--- config.mk ---
export PLATFORM = sky130hd
export DESIGN_NAME = skew_cache
export DESIGN_NICKNAME = d
export VERILOG_FILES = /design/src/rtl/skc_pkg.sv /design/src/rtl/skc_index.sv /design/src/rtl/skc_way.sv /design/src/rtl/skc_victim.sv /design/src/rtl/skew_cache.sv
export SDC_FILE = /design/constraint.sdc
export NUM_CORES = 2
export LEC_CHECK = 0
export BUFFER_PORTS_ARGS = -buffer_cell sky130_fd_sc_hd__buf_2
export CAP_MARGIN = 0
export CORE_ASPECT_RATIO = 0.75
export CORE_MARGIN = 1
export CORE_UTILIZATION = 63
export DETAILED_ROUTE_END_ITERATION = 7
export GPL_ROUTABILITY_DRIVEN = 0
export PLACE_DENSITY = 0.8
export SYNTH_ARGS = -nofsm -noshare
export SYNTH_HDL_FRONTEND = slang
export SYNTH_SLANG_ARGS = --single-unit
--- constraint.sdc ---
create_clock -name clk -period 9.1 [get_ports clk]
set_input_delay 0.455 -clock clk [delete_from_list [all_inputs] [get_ports clk]]
set_output_delay 0.455 -clock clk [all_outputs]
set_load 0.02 [all_outputs]
--- src/rtl/skc_pkg.sv ---
package skc_pkg;

    localparam int DEF_ADDR_W = 14;
    localparam int DEF_OFF_W  = 2;
    localparam int DEF_IDX_W  = 5;
    localparam int BYTE_W     = 8;
    localparam int NUM_WAYS   = 2;

    typedef enum logic {
        ST_IDLE   = 1'b0,
        ST_REFILL = 1'b1
    } skc_state_e;

    // Way selected for replacement: way 1 only when it is strictly the better victim.
    function automatic logic pick_way1(input logic v0, input logic v1,
                                       input logic r0, input logic r1);
        return (v0 && !v1) || (v0 && v1 && r0 && !r1);
    endfunction

endpackage

--- src/rtl/skc_index.sv ---
module skc_index #(
    parameter int BLK_W = 12,
    parameter int IDX_W = 5
) (
    input  logic [BLK_W-1:0] blk,
    output logic [IDX_W-1:0] idx_plain,
    output logic [IDX_W-1:0] idx_hash
);
    assign idx_plain = blk[IDX_W-1:0];

    for (genvar i = 0; i < IDX_W; i++) begin : g_fold
        if (i + IDX_W < BLK_W) begin : g_xor
            assign idx_hash[i] = blk[i] ^ blk[i+IDX_W];
        end else begin : g_pass
            assign idx_hash[i] = blk[i];
        end
    end
endmodule

--- src/rtl/skc_way.sv ---
module skc_way #(
    parameter int IDX_W  = 5,
    parameter int TAG_W  = 12,
    parameter int LINE_W = 32
) (
    input  logic              clk,
    input  logic              rst,
    input  logic [IDX_W-1:0]  idx,
    input  logic [TAG_W-1:0]  look_tag,
    output logic              hit,
    output logic              valid,
    output logic              recent,
    output logic [LINE_W-1:0] data,
    input  logic              upd_en,
    input  logic              upd_recent,
    input  logic              fill_en,
    input  logic [LINE_W-1:0] fill_data
);
    localparam int SETS = 1 << IDX_W;

    logic [SETS-1:0]   vld_q;
    logic [SETS-1:0]   rec_q;
    logic [TAG_W-1:0]  tag_q [SETS];
    logic [LINE_W-1:0] dat_q [SETS];

    assign valid  = vld_q[idx];
    assign recent = rec_q[idx];
    assign data   = dat_q[idx];
    assign hit    = vld_q[idx] && (tag_q[idx] == look_tag);

    always_ff @(posedge clk) begin
        if (rst) begin
            vld_q <= '0;
            rec_q <= '0;
        end else if (fill_en) begin
            vld_q[idx] <= 1'b1;
            rec_q[idx] <= 1'b1;
        end else if (upd_en) begin
            rec_q[idx] <= upd_recent;
        end
    end

    always_ff @(posedge clk) begin
        if (fill_en) begin
            tag_q[idx] <= look_tag;
            dat_q[idx] <= fill_data;
        end
    end
endmodule

--- src/rtl/skc_victim.sv ---
module skc_victim
    import skc_pkg::*;
(
    input  logic [NUM_WAYS-1:0] cand_valid,
    input  logic [NUM_WAYS-1:0] cand_recent,
    output logic                victim
);
    assign victim = pick_way1(cand_valid[0], cand_valid[1],
                              cand_recent[0], cand_recent[1]);
endmodule

--- src/rtl/skew_cache.sv ---
module skew_cache
    import skc_pkg::*;
#(
    parameter int  ADDR_W = DEF_ADDR_W,
    parameter int  OFF_W  = DEF_OFF_W,
    parameter int  IDX_W  = DEF_IDX_W,
    localparam int BLK_W  = ADDR_W - OFF_W,
    localparam int LINE_W = BYTE_W << OFF_W
) (
    input  logic              clk,
    input  logic              rst,
    input  logic              req_valid,
    output logic              req_ready,
    input  logic [ADDR_W-1:0] req_addr,
    output logic              rsp_valid,
    output logic              rsp_hit,
    output logic [BYTE_W-1:0] rsp_data,
    output logic              fill_req_valid,
    output logic [BLK_W-1:0]  fill_req_addr,
    input  logic              fill_valid,
    input  logic [LINE_W-1:0] fill_data
);
    skc_state_e        state_q;
    logic [ADDR_W-1:0] miss_addr_q;
    logic              rsp_valid_q;
    logic              rsp_hit_q;
    logic [BYTE_W-1:0] rsp_data_q;

    logic [BLK_W-1:0]    look_blk;
    logic [IDX_W-1:0]    way_idx [NUM_WAYS];
    logic [NUM_WAYS-1:0] way_hit;
    logic [NUM_WAYS-1:0] cand_valid;
    logic [NUM_WAYS-1:0] cand_recent;
    logic [LINE_W-1:0]   way_data [NUM_WAYS];
    logic [NUM_WAYS-1:0] upd_en;
    logic [NUM_WAYS-1:0] upd_val;
    logic [NUM_WAYS-1:0] fill_we;
    logic                victim;
    logic                lookup_hit;
    logic                hit_way;
    logic                accept;
    logic                fill_fire;

    function automatic logic [BYTE_W-1:0] byte_of(input logic [LINE_W-1:0] line,
                                                  input logic [OFF_W-1:0]  off);
        logic [LINE_W-1:0] sh;
        sh = line >> ({off, 3'b000});
        return sh[BYTE_W-1:0];
    endfunction

    // The lookup index follows the request when idle and the pending miss during refill.
    assign look_blk = (state_q == ST_REFILL) ? miss_addr_q[ADDR_W-1:OFF_W]
                                             : req_addr[ADDR_W-1:OFF_W];

    skc_index #(.BLK_W(BLK_W), .IDX_W(IDX_W)) u_index (
        .blk       (look_blk),
        .idx_plain (way_idx[0]),
        .idx_hash  (way_idx[1])
    );

    for (genvar w = 0; w < NUM_WAYS; w++) begin : g_way
        skc_way #(.IDX_W(IDX_W), .TAG_W(BLK_W), .LINE_W(LINE_W)) u_way (
            .clk        (clk),
            .rst        (rst),
            .idx        (way_idx[w]),
            .look_tag   (look_blk),
            .hit        (way_hit[w]),
            .valid      (cand_valid[w]),
            .recent     (cand_recent[w]),
            .data       (way_data[w]),
            .upd_en     (upd_en[w]),
            .upd_recent (upd_val[w]),
            .fill_en    (fill_we[w]),
            .fill_data  (fill_data)
        );
    end

    skc_victim u_victim (
        .cand_valid  (cand_valid),
        .cand_recent (cand_recent),
        .victim      (victim)
    );

    assign lookup_hit = |way_hit;
    assign hit_way    = way_hit[1] && !way_hit[0];
    assign accept     = (state_q == ST_IDLE) && req_valid;
    assign fill_fire  = (state_q == ST_REFILL) && fill_valid;

    always_comb begin
        upd_en  = '0;
        upd_val = '0;
        fill_we = '0;
        if (accept && lookup_hit) begin
            upd_en           = '1;
            upd_val[hit_way] = 1'b1;
        end
        if (fill_fire) begin
            fill_we[victim]  = 1'b1;
            upd_en[!victim]  = 1'b1;
        end
    end

    always_ff @(posedge clk) begin
        if (rst) begin
            state_q     <= ST_IDLE;
            miss_addr_q <= '0;
            rsp_valid_q <= 1'b0;
            rsp_hit_q   <= 1'b0;
            rsp_data_q  <= '0;
        end else begin
            rsp_valid_q <= 1'b0;
            case (state_q)
                ST_IDLE: begin
                    if (req_valid) begin
                        if (lookup_hit) begin
                            rsp_valid_q <= 1'b1;
                            rsp_hit_q   <= 1'b1;
                            rsp_data_q  <= byte_of(way_data[hit_way], req_addr[OFF_W-1:0]);
                        end else begin
                            miss_addr_q <= req_addr;
                            state_q     <= ST_REFILL;
                        end
                    end
                end
                ST_REFILL: begin
                    if (fill_valid) begin
                        rsp_valid_q <= 1'b1;
                        rsp_hit_q   <= 1'b0;
                        rsp_data_q  <= byte_of(fill_data, miss_addr_q[OFF_W-1:0]);
                        state_q     <= ST_IDLE;
                    end
                end
                default: state_q <= ST_IDLE;
            endcase
        end
    end

    assign req_ready      = (state_q == ST_IDLE);
    assign rsp_valid      = rsp_valid_q;
    assign rsp_hit        = rsp_hit_q;
    assign rsp_data       = rsp_data_q;
    assign fill_req_valid = (state_q == ST_REFILL);
    assign fill_req_addr  = miss_addr_q[ADDR_W-1:OFF_W];
endmodule

# == After elaboration in Yosys (flattened, before gate mapping) ==
# Memories as Yosys holds them, arrays and structs flattened.
# Cells that the tools add are included.
# word_totals
register_bits,153
mem_bits_rw,2816
input_bits,50
out_inout_bits,24
wordCells,121
mem_count,4
# classes
magnitude_cmp,11
n_eq_ne,5
n_shift,2
muxes,52
bitwise,13
n_reduce_logical,25
# memory_table
name,depth,word_bits,read_ports,rd_ports_with_merged_regs,wr,line_no,rtl
g_way[0].u_way.dat_q,32,32,1,0,1,skc_way.sv:24,logic [LINE_W-1:0] dat_q [SETS];
g_way[1].u_way.dat_q,32,32,1,0,1,skc_way.sv:24,
g_way[0].u_way.tag_q,32,12,1,0,1,skc_way.sv:23,logic [TAG_W-1:0] tag_q [SETS];
g_way[1].u_way.tag_q,32,12,1,0,1,skc_way.sv:23,
# op_table
operator,count
$mux W32,7
$or A32 B32 Y32,4
$bwmux W32,2
$shr A32 B5 Y8,2
$eq A12 B12 Y1,2
$mux W8,3
$mux W1,22
$bmux W1 S5,4
$pmux W8 S2,1
$logic_and A1 B1 Y1,15
$lt A5 B6 Y1 const B,2
$mux W12,1
$demux W1 S5,2
$ge A5 B1 Y1 const B,2
$mux W2,4
$lt A1 B2 Y1 const B,3
$pmux W1 S2,3
$reduce_and A3 Y1,2
$xor A1 B1 Y1,5
$logic_not A1 Y1,4
$ne A2 B2 Y1 const B,2
$reduce_bool A2 Y1,2
$demux W1 S1,3
$ge A1 B1 Y1 const B,3
other kinds (7),8

# == Longest topological paths before layout ==
# logic_depth
ltp_word,17
mapped_depth,20
depth_no_buf,14

# == Hierarchy ==
# A second synthesis with hierarchy kept.
# unflattened
hier_cells,5504
area_unflattened_um2,113542.6
# by_module_without_submodules
module,instances,cells_each,area_per_inst_um2,seq_area_each_um2
skc_way,2,2620,55757.2,43561.8
skew_cache,1,252,1933.1,500.5
skc_index,1,10,81.3,0.0
skc_victim,1,2,13.8,0.0

# == Worst setup path before layout ==
# Ideal clock, no wire load.
# synth_timing
path_kind,register -> register
from,"register state_q, in the netlist fill_req_valid"
to,"memory g_way[1].u_way.dat_q[11][0], enable pin"
setup_time_ns,0.502
arrival_time_ns,6.963
required_ns,8.598
path_slack_ns,1.635
path_stages_with_launch,14
n_path_buf,5
synth_period_minus_slack_ns,7.465
cell_sequence,dfxtp_1 -> buf_4 -> mux2i_1 -> buf_4 -> clkinv_1 -> clkbuf_1 -> clkbuf_1 -> nand3_1 -> a32oi_1 -> nand4_1 -> o21ai_0 -> nand4_1 -> clkbuf_1 -> nor3_1
# synth_between
elab_chain_len,15
word_cells_on_any_way,30
classes_between,order compare (2); mux (14); bitwise (5); reduce/logical (9)
# synth_rtl
item,line_no,rtl
from (decl),skew_cache.sv:23,skc_state_e state_q;
from (signal assigned),skew_cache.sv:105,state_q <= ST_IDLE;
from (signal assigned),skew_cache.sv:121,state_q <= ST_REFILL;
from (signal assigned),skew_cache.sv:130,state_q <= ST_IDLE;
$mux W12 (*),skew_cache.sv:52,assign look_blk = (state_q == ST_REFILL) ? miss_addr_q[ADDR_W-1:OFF_W]
via g_way[0].u_way.idx[2],skc_way.sv:8,"input logic [IDX_W-1:0] idx,"
$xor A1 B1 Y1,skc_index.sv:13,assign idx_hash[i] = blk[i] ^ blk[i+IDX_W];
$bmux W1 S5,skc_way.sv:26,assign valid = vld_q[idx];
$mux W1 (implied by the code),skc_way.sv:26,
$logic_and A1 B1 Y1 (3 in series),skc_pkg.sv:17,return (v0 && !v1) || (v0 && v1 && r0 && !r1);
$logic_or A1 B1 Y1,skc_pkg.sv:17,
$lt A1 B2 Y1 (implied by the code) or $ge A1 B1 Y1 (tied branches),skew_cache.sv:98,fill_we[victim] = 1'b1;
$logic_and A1 B1 Y1 (implied by the code),skew_cache.sv:98,
$mux W1 (implied by the code),skew_cache.sv:98,
$demux W1 S1,skew_cache.sv:98,
$mux W2,skew_cache.sv:97,if (fill_fire) begin
$mux W1,skc_way.sv:44,if (fill_en) begin
$mux W1 (implied by the code),skc_way.sv:46,dat_q[idx] <= fill_data;
to (decl),skc_way.sv:24,
# Mark *: on every way through the listed nets, which the timed path passes. The rest lies on a longest branch. The select of a mux whose other input is x is not followed.

# == Final worst setup path ==
# layout_timing
from,"register state_q, in the netlist fill_req_valid"
to,"memory g_way[0].u_way.dat_q[29][31], enable pin"
# layout_between
elab_chain_len,15
word_cells_on_any_way,30
classes_between,order compare (2); mux (14); bitwise (5); reduce/logical (9)
# layout_rtl
item,line_no
$mux W12,skew_cache.sv:52
$xor A1 B1 Y1,skc_index.sv:13
$bmux W1 S5,skc_way.sv:26
$mux W1 (implied by the code),skc_way.sv:26
$logic_and A1 B1 Y1 (3 in series),skc_pkg.sv:17
$logic_or A1 B1 Y1,skc_pkg.sv:17
$lt A1 B2 Y1 (implied by the code) or $ge A1 B1 Y1 (tied branches),skew_cache.sv:98
$logic_and A1 B1 Y1 (implied by the code),skew_cache.sv:98
$mux W1 (implied by the code),skew_cache.sv:98
$demux W1 S1,skew_cache.sv:98
$mux W2,skew_cache.sv:97
$mux W1,skc_way.sv:44
$mux W1 (implied by the code),skc_way.sv:46
to (decl),skc_way.sv:24
# Several ways; a longest one is shown, not always the timed one. The select of a mux whose other input is x is not followed.

==> results.json <==
{
  "tightest_slew_ps": 1290,
  "grt_max_degree": 141,
  "cts_tree": "done",
  "stdcell_count": 8708,
  "postCtsHoldBufs": 15,
  "dpl.hpwl_um": 166000,
  "critPathLaunchType": "register",
  "syn_nets": 6000,
  "die-height_um": 371,
  "synth_area_um2": 114000,
  "reg2reg_depth": 10,
  "num_vias": 64200,
  "synth_edf_count": 2816,
  "fin_util_pct": 71.0,
  "cts_buffer_depth": 4,
  "clock_skew_ps": 85.2,
  "r2r_end": "g_way[0].u_way.dat_q[29][31]$_DFFE_PP_",
  "grt_pass1_wl_um": 457000,
  "worstSetupPathType": "register to register",
  "grt.overflow.total": 0,
  "fin_crit_ps": 7180,
  "post_drt_wl_per_cell_um": 37.1,
  "drtPass1Iterations": 8,
  "synthFlopType": "edfxtp_1",
  "synthArstFlopShare_pct": 0,
  "critical_path.endpoint": "g_way[0].u_way.dat_q[29][31]$_DFFE_PP_",
  "multi_input_area_um2": 25400,
  "cts_made_buffers": 285,
  "cts_root_buffer": "clkbuf_16",
  "core_um2": 179000,
  "drive_gt1_share_pct": 20.1,
  "routed_via_density": 7.37,
  "swShare_pct": 23.1,
  "min_path_type": "input port to register",
  "yosys.area.top_type_share_pct": 74.0,
  "status": "complete, but fails checks",
  "grt_pass1_vias": 63400,
  "crit_required_ps": 9670,
  "path_clk_slew_ps": 70,
  "die_area_um2": 183000,
  "synth_area_leader_cell": "edfxtp_1",
  "synth_warnings": 0,
  "clock_latency_ps": 960,
  "synth_area_leaders": "edfxtp_1 (74%), mux4_2 (9.9%), mux2i_1 (2.9%)",
  "antenna_found_initial": 7,
  "r2r-start": "fill_req_valid$_SDFF_PP0_",
  "arrival_ps": 7750,
  "placedCellCount": 8210,
  "p_int_mw": 22.3,
  "dp_slack_ps": 2350,
  "setup_ws_ps": 1920,
  "syn_avg_cell_area_um2": 19.2,
  "rsz0062_at_grt": "no",
  "worst-path-max-fanout": 28,
  "fill_cells": 10100,
  "min_from": "fill_data[1]",
  "tns_ps": 0,
  "max_freq_mhz": 139,
  "hold_violations": 0,
  "cts.repair.resized": 0,
  "power_density_nw_per_um2": 229,
  "p_sw_mw": 6.70,
  "power_frac_seq_pct": 51.7,
  "wirelength_um": 323000,
  "startpoint": "fill_req_valid$_SDFF_PP0_",
  "slew_violations": 0,
  "ff2ff_setup_slack_ps": 1920,
  "violations": "design-rule violations",
  "seqCellArea_um2": 87600,
  "cap_violations": 0,
  "ios": 74,
  "synth-seq-cells": 2969,
  "htree_num_levels": 5,
  "ant_nets": 0,
  "p_leak_nw": 40.5,
  "p_comb_share_pct": 8.9,
  "areaGrowthSynthToFinish_pct": 11.2,
  "core.rowCount": 134,
  "nets": 6182,
  "numClockSinks": 2969,
  "placedInstanceArea_um2": 118000,
  "dieWidth_um": 494,
  "clockPowerShare_pct": 39.4,
  "slew_headroom_pct": 14.0,
  "initial_core_util_pct": 63.8,
  "ys_seq_area_share_pct": 76.7,
  "drc": 26,
  "stdcell_area_um2": 127000,
  "max-vdd-ir-drop_v": 0.000241,
  "port_buffers": 73,
  "power.total_mw": 29.0,
  "finalCritPeriodShare_pct": 78.9,
  "track_usage_pct": 35.5,
  "holdWs_ps": 43.0,
  "setup-violations-final": 0,
  "end_kind": "register",
  "netlist_instances": 5950,
  "ys_types": 68,
  "postCtsSetupBuffers": 0,
  "drt_iter0_drc": 12100
}
## power groups by stage
| stage | logic (mW) | registers [mW] | clock network (mW) |
|---|---|---|---|
| after floorplan | 1.55 | 15.3 | 0 |
| after global placement | 2.41 | 15.3 | 0 |
| after detailed placement | 2.46 | 15.3 | 0 |
| after CTS | 2.51 | 15.0 | 11.5 |
| after global routing | 2.64 | 15.0 | 11.9 |
| final | 2.58 | 15.0 | 11.4 |
## placed cells by master, fill, tap and decap left out, types with 28 or more instances in the layout
cell type	count
o22ai_1	131
o41ai_1	28
buf_4	178
a211oi_1	46
nand2_1	440
clkbuf_1	69
dfxtp_1	152
nor4_1	29
a31oi_1	67
nor3_2	33
o21ai_0	42
clkbuf_16	294
o21a_1	74
mux4_2	503
nand4_1	45
clkinv_2	38
nor2_4	39
and3_1	38
edfxtp_1	2816
mux2i_1	327
a21oi_1	149
nor2_1	30
a22oi_1	165
clkinv_1	48
nand3_1	124
a22o_1	33
buf_2	73
## worst max-delay path, stage by stage, from the launching register on
cell and delay [ps]:
dfxtp_2 330, inv_2 490, mux2i_4 1070, or2_2 740
o22ai_1 200, nor4_1 640, o21ai_0 480, nand2_1 260
nand4_1 850, nor2_4 1140, buf_4 530
## kinds of logic after synthesis
family                 after synthesis  synth area share [%]
AND/OR/NAND/NOR                    837                  3.32
multiplexers                       850                  13.0
XOR/XNOR                            28                 0.215
buffers and inverters              411                  1.61
flip-flops                        2969                  76.7
AO/OA/AOI/OAI                      855                  5.16
## metal layers
layer | wire length, um | global-route usage, % | up-vias | share of wire (%)
met2 | 142000 | 51.7 | 6122 | 44
met5 | 35 | 0 | - | 0.011
met3 | 53500 | 11.7 | 1076 | 17
met4 | 16900 | 15.9 | 6 | 5.2
met1 | 110000 | 49.5 | 32200 | 34
li1 | - | - | 24800 | -
## cell type report
type                       instances  area share (%)
antenna                            1         0.00197
clock buffer                     370            6.07
clock inverter                   112           0.791
inverter                          18          0.0660
multi-input combinational       2570            20.0
sequential                      2969            69.0
tap                             2380            2.34
timing repair buffer             288            1.80
## how the worst min path moves through the flow
| stage | to | slack [ps] | cells past startpoint |
|---|---|---|---|
| after global placement | g_way[1].u_way.rec_q[22]$_SDFFE_PP0P_ | 440 | 2 |
| after CTS | g_way[1].u_way.dat_q[30][1]$_DFFE_PP_ | 0.2 | 1 |
| after floorplan | g_way[1].u_way.rec_q[22]$_SDFFE_PP0P_ | 430 | 2 |
| final | g_way[1].u_way.dat_q[23][1]$_DFFE_PP_ | 40 | 1 |
| after detailed placement | g_way[0].u_way.vld_q[18]$_SDFFE_PP0P_ | 450 | 1 |
| after global routing | g_way[1].u_way.dat_q[27][1]$_DFFE_PP_ | 30 | 1 |
## Yosys cell counts, types with 20 or more instances
cell type and instances:
a211oi_1 46, a21oi_1 151, a22o_1 33, a22oi_1 165
a311oi_1 20, a31oi_1 67, and3_1 39, buf_1 47
buf_2 110, buf_4 33, clkbuf_1 197, dfxtp_1 153
edfxtp_1 2816, mux2i_1 331, mux4_2 503, nand2_1 440
nand3_1 124, nand4_1 45, nor2_1 70, nor3_1 43
nor4_1 29, o21a_1 75, o21ai_0 42, o22ai_1 131
o41ai_1 28, xnor2_1 21
## flip-flops by register name (all words and copies together) (netlist names)
signal             flops
g_way.u_way.dat_q   2048
g_way.u_way.tag_q    768
g_way.u_way.rec_q     64
g_way.u_way.vld_q     64
miss_addr_q           14
rsp_data               8
fill_req_valid         1
rsp_hit                1
rsp_valid              1
(Power assumes the default switching activity.)
